<file path="src/rtl/phased_pdp_sram.sv">
module phased_pdp_sram #(
  parameter int AW          = 4,
  parameter int DW          = 16,
  parameter bit WR_ODD      = 1'b0,
  parameter bit TRANSPARENT = 1'b1
) (
  input  logic          clk,
  input  logic          rst_n,
  output logic          wr_slot,
  input  logic          wr_en,
  input  logic [AW-1:0] wr_addr,
  input  logic [DW-1:0] wr_data,
  input  logic [AW-1:0] rd_addr,
  output logic [DW-1:0] rd_data,
  input  logic          dbg_sel,
  input  logic [AW-1:0] dbg_addr,
  output logic [DW-1:0] dbg_data
);
  localparam int DEPTH = 1 << AW;

  logic          phase;
  logic          take;
  logic          pend;
  logic [AW-1:0] hold_addr;
  logic [DW-1:0] hold_data;
  logic          from_pri;

  logic [DW-1:0] pri_mem [DEPTH];
  logic [DW-1:0] mir_mem [DEPTH];
  logic          pri_we, mir_we;
  logic [AW-1:0] pri_a, mir_a;
  logic [DW-1:0] pri_d, mir_d;
  logic [DW-1:0] pri_q, mir_q;

  assign wr_slot = (phase == WR_ODD);
  assign take    = wr_slot & wr_en;

  always_ff @(posedge clk) begin
    if (!rst_n) begin
      phase <= 1'b0;
      pend  <= 1'b0;
    end else begin
      phase <= ~phase;
      pend  <= take;
    end
  end

  always_ff @(posedge clk) begin
    if (take) begin
      hold_addr <= wr_addr;
      hold_data <= wr_data;
    end
  end

  assign pri_we = take;
  assign pri_a  = wr_slot ? wr_addr : rd_addr;
  assign pri_d  = wr_data;
  assign mir_we = ~wr_slot & pend;
  assign mir_a  = wr_slot ? rd_addr : hold_addr;
  assign mir_d  = hold_data;

  always_ff @(posedge clk) begin
    if (pri_we) begin
      pri_mem[pri_a] <= pri_d;
      pri_q          <= pri_d;
    end else begin
      pri_q <= pri_mem[pri_a];
    end
  end

  always_ff @(posedge clk) begin
    if (mir_we) begin
      mir_mem[mir_a] <= mir_d;
      mir_q          <= mir_d;
    end else begin
      mir_q <= mir_mem[mir_a];
    end
  end

  generate
    if (TRANSPARENT) begin : g_bypass
      always_ff @(posedge clk) begin
        if (!rst_n) from_pri <= 1'b0;
        else        from_pri <= ~wr_slot | (take & (rd_addr == wr_addr));
      end
    end else begin : g_plain
      always_ff @(posedge clk) begin
        if (!rst_n) from_pri <= 1'b0;
        else        from_pri <= ~wr_slot;
      end
    end
  endgenerate

  assign rd_data  = from_pri ? pri_q : mir_q;
  assign dbg_data = dbg_sel ? mir_mem[dbg_addr] : pri_mem[dbg_addr];


  slot_alt_chk: assert property (@(posedge clk) disable iff (!rst_n)
    wr_slot |=> !wr_slot);


  off_slot_chk: assert property (@(posedge clk) disable iff (!rst_n)
    !wr_slot |-> !pri_we);


  one_write_chk: assert property (@(posedge clk) disable iff (!rst_n)
    !(pri_we && mir_we));


  copy_follow_chk: assert property (@(posedge clk) disable iff (!rst_n)
    take |=> (mir_we && mir_a == $past(wr_addr) && mir_d == $past(wr_data)));


  mirror_eq_chk: assert property (@(posedge clk) disable iff (!rst_n)
    mir_we |=> (pri_mem[$past(mir_a)] == mir_mem[$past(mir_a)]));

  generate
    if (TRANSPARENT) begin : g_chk_t

      bypass_new_chk: assert property (@(posedge clk) disable iff (!rst_n)
        (take && rd_addr == wr_addr) |=> rd_data == $past(wr_data));
    end else begin : g_chk_nt

      collide_old_chk: assert property (@(posedge clk) disable iff (!rst_n)
        (take && rd_addr == wr_addr) |=> rd_data == $past(mir_mem[rd_addr]));
    end
  endgenerate
endmodule

</file>
<file path="config.mk">
export PLATFORM = sky130hd
export DESIGN_NAME = phased_pdp_sram
export DESIGN_NICKNAME = d
export VERILOG_FILES = /design/src/rtl/phased_pdp_sram.sv
export SDC_FILE = /design/constraint.sdc
export NUM_CORES = 1
export LEC_CHECK = 0
export BUFFER_PORTS_ARGS = -buffer_cell sky130_fd_sc_hd__clkbuf_2
export CAP_MARGIN = 40
export CORE_MARGIN = 2
export CORE_UTILIZATION = 50
export DETAILED_ROUTE_END_ITERATION = 8
export PLACE_DENSITY = 0.66
export SYNTH_ARGS = -nofsm -noshare
export SYNTH_HDL_FRONTEND = slang
export SYNTH_SLANG_ARGS = --single-unit
export TNS_END_PERCENT = 1
</file>
<file path="constraint.sdc">
create_clock -name clk -period 7.14 [get_ports clk]
set_clock_uncertainty 0.05 [all_clocks]
set_input_delay 0.357 -clock clk [delete_from_list [all_inputs] [get_ports clk]]
set_output_delay 0.357 -clock clk [all_outputs]
set_load 0.05 [all_outputs]
</file>
==> results of run 1 <==
-- placed cells by master, fill, tap and decap left out, drive strengths merged, types with 3 or more instances in the layout --
cell and count:
edfxtp 532, mux2i 260, clkbuf 129, mux4 128
a22oi 96, buf 71, o22ai 64, nand3 52
nand2 43, nor2 38, nand4 34, a21oi 32
clkinv 29, nor4 16, nor2b 13, dfxtp 11
dlygate4sd3 7, diode 6, inv 6, bufinv 6
and2 5, nand3b 4, mux2 3, xor2 3
or3b 3
-- state kept, by name, indices dropped and copies added, names as in the netlist, named ones only --
register,cells
from_pri,1
hold_addr,4
hold_data,16
mir_mem,256
pend,1
phase,1
pri_mem,256
-- through the flow --
stage	setup WS [ns]	hold WS [ns]
2_1_floorplan	3.975	0.4059
3_3_place_gp	3.499	0.5119
3_5_place_dp	3.577	0.5128
4_1_cts	3.312	0.0004692
5_1_grt	3.150	0.02275
6_report	3.354	0.03539
-- power by group through the flow --
stage,registers (mW),logic [mW],clock network [mW]
2_1_floorplan,3.62,0.549,0
3_3_place_gp,3.65,0.765,0
3_5_place_dp,3.65,0.792,0
4_1_cts,3.59,0.796,2.87
5_1_grt,3.59,0.835,2.99
6_report,3.59,0.801,2.84
-- metal layers --
| layer | wire length (microns) | part of all wire [%] | up-vias | global-route usage [%] |
|---|---|---|---|---|
| met5 | 45 | 0.063 | - | 0 |
| met4 | 2695 | 3.8 | 8 | 9.996 |
| met3 | 6479 | 9.0 | 184 | 5.494 |
| met2 | 35410 | 49 | 786 | 47.61 |
| met1 | 27200 | 38 | 7766 | 37.35 |
| li1 | - | - | 6238 | - |
-- repair_timing --
action                     CTS  global route
setup endpoints to repair    0             0
hold buffers                 7             0
hold endpoints to repair     7             0
-- synthesized netlist by cell type (2+ instances only) --
| master | number |
|---|---|
| nand3b_1 | 4 |
| buf_6 | 8 |
| nor2b_1 | 13 |
| clkbuf_1 | 45 |
| inv_1 | 6 |
| o22ai_1 | 64 |
| dfxtp_1 | 11 |
| xor2_1 | 3 |
| nand3_1 | 52 |
| mux2_2 | 3 |
| mux4_2 | 128 |
| nand2_1 | 43 |
| mux2i_1 | 260 |
| a22oi_1 | 96 |
| nand4_1 | 34 |
| or3b_2 | 2 |
| nor2_1 | 38 |
| a21oi_1 | 32 |
| edfxtp_1 | 532 |
| buf_4 | 12 |
| nor4_2 | 12 |
| buf_2 | 42 |
| and2_1 | 5 |
| buf_8 | 4 |
| nor4_1 | 4 |
-- cell families after synthesis --
logic type,after synthesis
buffers and inverters,117
XOR/XNOR,4
AND/OR/NAND/NOR,212
multiplexers,391
flip-flops,543
AO/OA/AOI/OAI,194
-- worst max-delay path: stages (launching register included) --
cell and delay (ns):
dfxtp_4 0.78, nor2b_1 0.74, buf_4 0.34, a22oi_1 0.10, nand4_1 0.23, nand4_1 0.25, clkbuf_2 0.32
-- path summary, 6_finish.rpt --
path,startpoint,to,slack [ns],cells past startpoint
worst max-delay path,flop,rd_data[1],3.35,6
worst min-delay path,rd_addr[1],flop,0.04,2
worst max register to register,phase$_SDFF_PN0_,pri_mem[1][7]$_DFFE_PP_,4.19,5
worst min register to register,hold_addr[2]$_DFFE_PP_,flop,0.51,2
-- area by class of cell --
class	count	area, sq um
fillers	3685	20920
flip-flops and latches	543	16210
multi-input cells	801	8084
clock buffers	66	1460
repair buffers	141	1100
well taps	664	830.8
clock inverters	35	307.8
inverters	6	22.52
diodes	6	15.01
==> results.md, run 1 <==
- Run status: finished, violations left
- Failing checks: antenna rules
- Synth Area in Compound Gates: approximately 5.2%
- Setup TNS: 0 ns
- Placed Cells: between 2000 and 2500
- #FFs+latches synth: roughly 540
- DIE AREA: approximately 50000 sq um
- Switching Fraction: approximately a quarter
- PostCTS Resize Cnt: 0
- Synth top area share: 64.34%
- Setup bufs post-CTS: 0
- CTS Buf Count: 54
- Initial Util: about half
- Pint: between 5 and 6 mW
- CP startpoint kind: flop
- # setup viols final: 0
- Grt total ovfl: 0
- XOR/XNOR Fraction of Synth Area: 0.1411%
- Hold/Removal Path Class: input port to flop
- Largest family of logic cells by synthesized area: multiplexers
- Max-cap violation count: 0
- Clock Path Buffers: 3
- Initial antenna violation count: 5
- Layout cells sized above 1: about a quarter
- Largest area contributor in the netlist: edfxtp_1
- CTS Root Cell: clkbuf_16
- Cell Area, Placed: ~26000 sq um
- Mux cell area share after synthesis: around 22%
- Count of cell types in the netlist: 33
- Final nets: approximately 1600
- Worst Path Arrival: approximately 3.4 ns
- # DRC: 0
- NetSw: 1.759 mW
- Yosys warnings: 0
- Post-synth EDFFs: about 530
- Slew headroom: about 42%
- Port-buffer cells: 64
- Global-route wire length before repair: between 100 and 150 mm
- Register area share after synthesis: around two thirds
- Non-Filler Instances: ~2300
- Finished Cell Area: 28030 sq um
- Clk pin slew, worst setup/hold paths: around 0.060 ns
- Synthesized cell area: 24830 sq um
- Most used DFF post-synth: edfxtp_1
- Area delta synth->final: 12.90%
- Seq pwr share: 49.6%
- Post-Route WL: slightly above 70 mm
- Core Box Area: between 40000 and 50000 sq um
- Avg WL per Cell: between 30 and 40 microns
- Post-Synth Simple-Gate Area: under 10%
- WP data required: 6.73 ns
- Max-slew violation count: 0
- Slew @ Worst Pin: about 0.87 ns
- RSZ-0062 raised after global routing: no
- DRT Pass-1 Iters: 5
- Die height: 226.8 microns
- I/O pin cnt: 65
- Total power: just over 7 mW
- Synth Area in Adders: 0%
- Nature of the critical path endpoint: output port
- Tot GR Track Use: between 20 and 30%
- CP max FO: 41
- Routed vias: 14980
- Synthesized area per cell: 16.99 sq um
- Clk sinks: between 500 and 600
- DRT iter0 DRCs: 1546
- Async set or reset register ratio after synthesis: 0%
- Clock power frac: roughly 39%
- Largest net degree at the start of global routing: 64
- Detail Route Antenna Nets: 1
- Synth top area cells: edfxtp_1, mux4_2, mux2i_1, a22oi_1, o22ai_1
- GP Congestion: a little under 0.9
- Row count: just over 80
- Mean number of vias per cell: roughly 6.6
- Combinational fraction of design power: 11.1%
- VDD IR max: roughly 0.00018 V
- Via count of the first global-routing pass: ~15000
- Power Density: 257.9 nW/um^2
- CTS H-Tree Depth: 2
- Max Clock Freq: 264.2 MHz
- Die W: between 200 and 250 microns
- Worst-skew pair later-pin latency: just over 0.6 ns
- Final Hold Fails: 0
- Mapped Cells: between 1000 and 1500
- Period Utilization, post-route: between 50% and 60%
- Post-DP HPWL: ~46 mm
- Post-layout util: 57.26%
- P_leak: ~9.5 nW
- Kind of critical path: flop to output port
- Net count after synthesis: between 1000 and 1500
- TritonCTS clock tree: yes
- Post-layout min period: ~3.8 ns
Note: power is estimated with default switching activity, not from simulation.
==> run 2, diff against run 1 <==
Clock period 7.14 ns to 3.8 ns, I/O delays scaled along.
==> run 2 against run 1 <==
Compared with the run above:
- the flow now finishes without violations
- via count up 0.35%
- final area is 0.31% higher
- critical path depth is 1 higher
- global-route usage decreased by 0.98 points
- cell count increased by 0.53%
- first-iteration DRC count increased by 21%
- wire length down 3.5%
- combinational power is 86% higher
- power rose by 89%
- die area is the same
- register-to-register slack got worse by 3.0 ns
- clock power rose by 92%
- largest power group unchanged
- highest routed layer unchanged
==> results.md, run 2 (synthesis gave the netlist of run 1 again) <==
- Die W: 226.8 microns (unchanged)
- DRT iter0 DRCs: 1867 (+21%)
- Most frequent cells in the layout: edfxtp_1, mux2i_1, mux4_2
- Die height: 226.8 microns (unchanged)
- PostCTS Resize Cnt: 0 (unchanged)
- Layout cells sized above 1: 25.30% (+0.67 points)
- CP max FO: 36 (-12%)
- Post-Route WL: 69.35 mm (-3.5%)
- I/O pin cnt: 65 (unchanged)
- RSZ-0062 raised after global routing: no
- Post-layout util: 57.44% (+0.18 points)
- WP data required: 3.56 ns (-3.17 ns)
- NetSw: 3.347 mW (+90%)
- GP Congestion: 0.8538 (-3.6%)
- Pint: 10.34 mW (+89%)
- Power Density: 486.8 nW/um^2 (+89%)
- CTS H-Tree Depth: 2 (unchanged)
- Seq pwr share: 49.3% (-0.3 points)
- VDD IR max: 0.0004310 V (+140%)
- Slew @ Worst Pin: 0.9049 ns (+0.03947 ns)
- Initial antenna violation count: 3 (-2)
- Hold/Removal Path Class: input port to flop
- Setup TNS: 0 ns (unchanged)
- Clock power frac: 39.8% (+0.5 points)
- Kind of critical path: flop to output port
- TritonCTS clock tree: yes
- Port-buffer cells: 64 (unchanged)
- Clk sinks: 543 (unchanged)
- CTS Root Cell: clkbuf_16
- # setup viols final: 0 (unchanged)
- Routed vias: 15030 (+0.35%)
- WHS: 0.01713 ns (-0.01826 ns)
- Clk pin slew, worst setup/hold paths: 0.06 ns (about the same)
- Max-cap violation count: 0 (unchanged)
- P_leak: 9.552 nW (+0.55%)
- Placed Cells: 2158 (+0.47%)
- Row count: 81 (unchanged)
- Mean number of vias per cell: 6.611 (-0.18%)
- Worst-skew pair later-pin latency: 0.60 ns (about the same)
- Via count of the first global-routing pass: 14990 (+0.99%)
- Nature of the critical path endpoint: output port
- Initial Util: 50.72% (unchanged)
- DRT Pass-1 Iters: 5 (unchanged)
- Slowest-stage cell, CP: dfxtp_4
- Area delta synth->final: 13.24%
- Final Hold Fails: 0 (unchanged)
- Run status: finished clean
- CTS Buf Count: 55 (+1.9%)
- Clock Path Buffers: 3 (unchanged)
- CP Cell Sequence: buf_4, nor2b_1, buf_4, a22oi_1, nand3_1, nand4_1, clkbuf_2
- Core Box Area: 48950 sq um (unchanged)
- Non-Filler Instances: 2274 (+0.53%)
- Worst Path Arrival: 3.36 ns (-0.02 ns)
- Detail Route Antenna Nets: 0 (-1)
- Global-route wire length before repair: 101.1 mm (-1.4%)
- Final nets: 1600 (+1.3%)
- Crit path max-delay family: buffers and inverters
- DIE AREA: 51460 sq um (unchanged)
- Tot GR Track Use: 27.48% (-0.98 points)
- Cell mode on critical path: buf_4
- Avg WL per Cell: 30.50 microns (-4.0%)
- Largest registers: mir_mem x256, pri_mem x256, hold_data x16
- Max-slew violation count: 0 (unchanged)
- Combinational fraction of design power: 10.9% (-0.2 points)
- Grt total ovfl: 0 (unchanged)
- Crit path buffers/inverters: 3 (+1)
- # DRC: 0 (unchanged)
- Period Utilization, post-route: between 90% and 100%
- Slew headroom: 39.67% (-2.5 points)
- Largest net degree at the start of global routing: 63 (-1.6%)
- Most common cell after layout, fill and taps aside: edfxtp_1
- Switching Fraction: 24.45% (+0.12 points)
- CP startpoint kind: flop
- Post-layout min period: 3.601 ns
- Post-DP HPWL: 45.76 mm (-0.14%)
- Max Clock Freq: around 280 MHz
- Max incr delay on CP: 0.74 ns (-0.04 ns)
-- run 2: cell count changes in the layout (fill, tap and decap cells not counted), sizes merged --
cell,before,now
clkinv,29,22
clkinvlp,0,5
clkbuf,129,124
diode,6,1
inv,6,8
dlygate4sd3,7,17
bufinv,6,8
buf,71,81
-- run 2: area by class of cell --
class                           instances  area [sq um]
Antenna cell                            1         2.502
Clock buffer                           61          1399
Clock inverter                         37         396.6
Fill cell                            3727         20830
Inverter                                6         22.52
Multi-Input combinational cell        801          8074
Sequential cell                       543         16210
Tap cell                              664         830.8
Timing Repair Buffer                  161          1181
-- run 2: what timing repair did --
action | CTS | global route
setup buffers | 0 | 0
hold buffers | 17 | 0
hold endpoints to repair | 97 | 0
-- run 2: path summary, 6_finish.rpt --
path	startpoint	endpoint	slack [ns]	cells after the start
worst min register to register	hold_addr[0]$_DFFE_PP_	flop	0.53	1
worst max register to register	phase$_SDFF_PN0_	mir_mem[11][9]$_DFFE_PP_	1.24	4
worst min-delay path	wr_data[8]	pri_mem[2][8]$_DFFE_PP_	0.02	1
worst max-delay path	flop	rd_data[1]	0.20	7
-- run 2: power by group through the flow --
stage               Clock (mW)  Combinational [mW]  Sequential, mW
floorplan                    0                1.03            6.81
global placement             0                1.45            6.87
detailed placement           0                1.46            6.87
CTS                       5.51                1.48            6.74
global route              5.76                1.56            6.75
finish                    5.45                1.49            6.75
-- run 2: metal layers --
layer	wire, microns	share of wire, %	vias to the layer above	GRT usage (%)
met2	33310	48	775	44.26
met4	2202	3.2	4	9.020
met5	18	0.026	-	0
met1	27940	40	7849	38.45
li1	-	-	6261	-
met3	5884	8.5	145	4.458
-- run 2: metrics by stage --
| step | area [sq um] | setup WS, ns | power [mW] |
|---|---|---|---|
| floorplan | 24830 | 0.6351 | 7.838 |
| global placement | 26150 | 0.9858 | 8.314 |
| detailed placement | 26150 | 0.9370 | 8.330 |
| CTS | 28110 | 0.2884 | 13.73 |
| global route | 28110 | 0.1102 | 14.07 |
| finish | 28120 | 0.1991 | 13.69 |
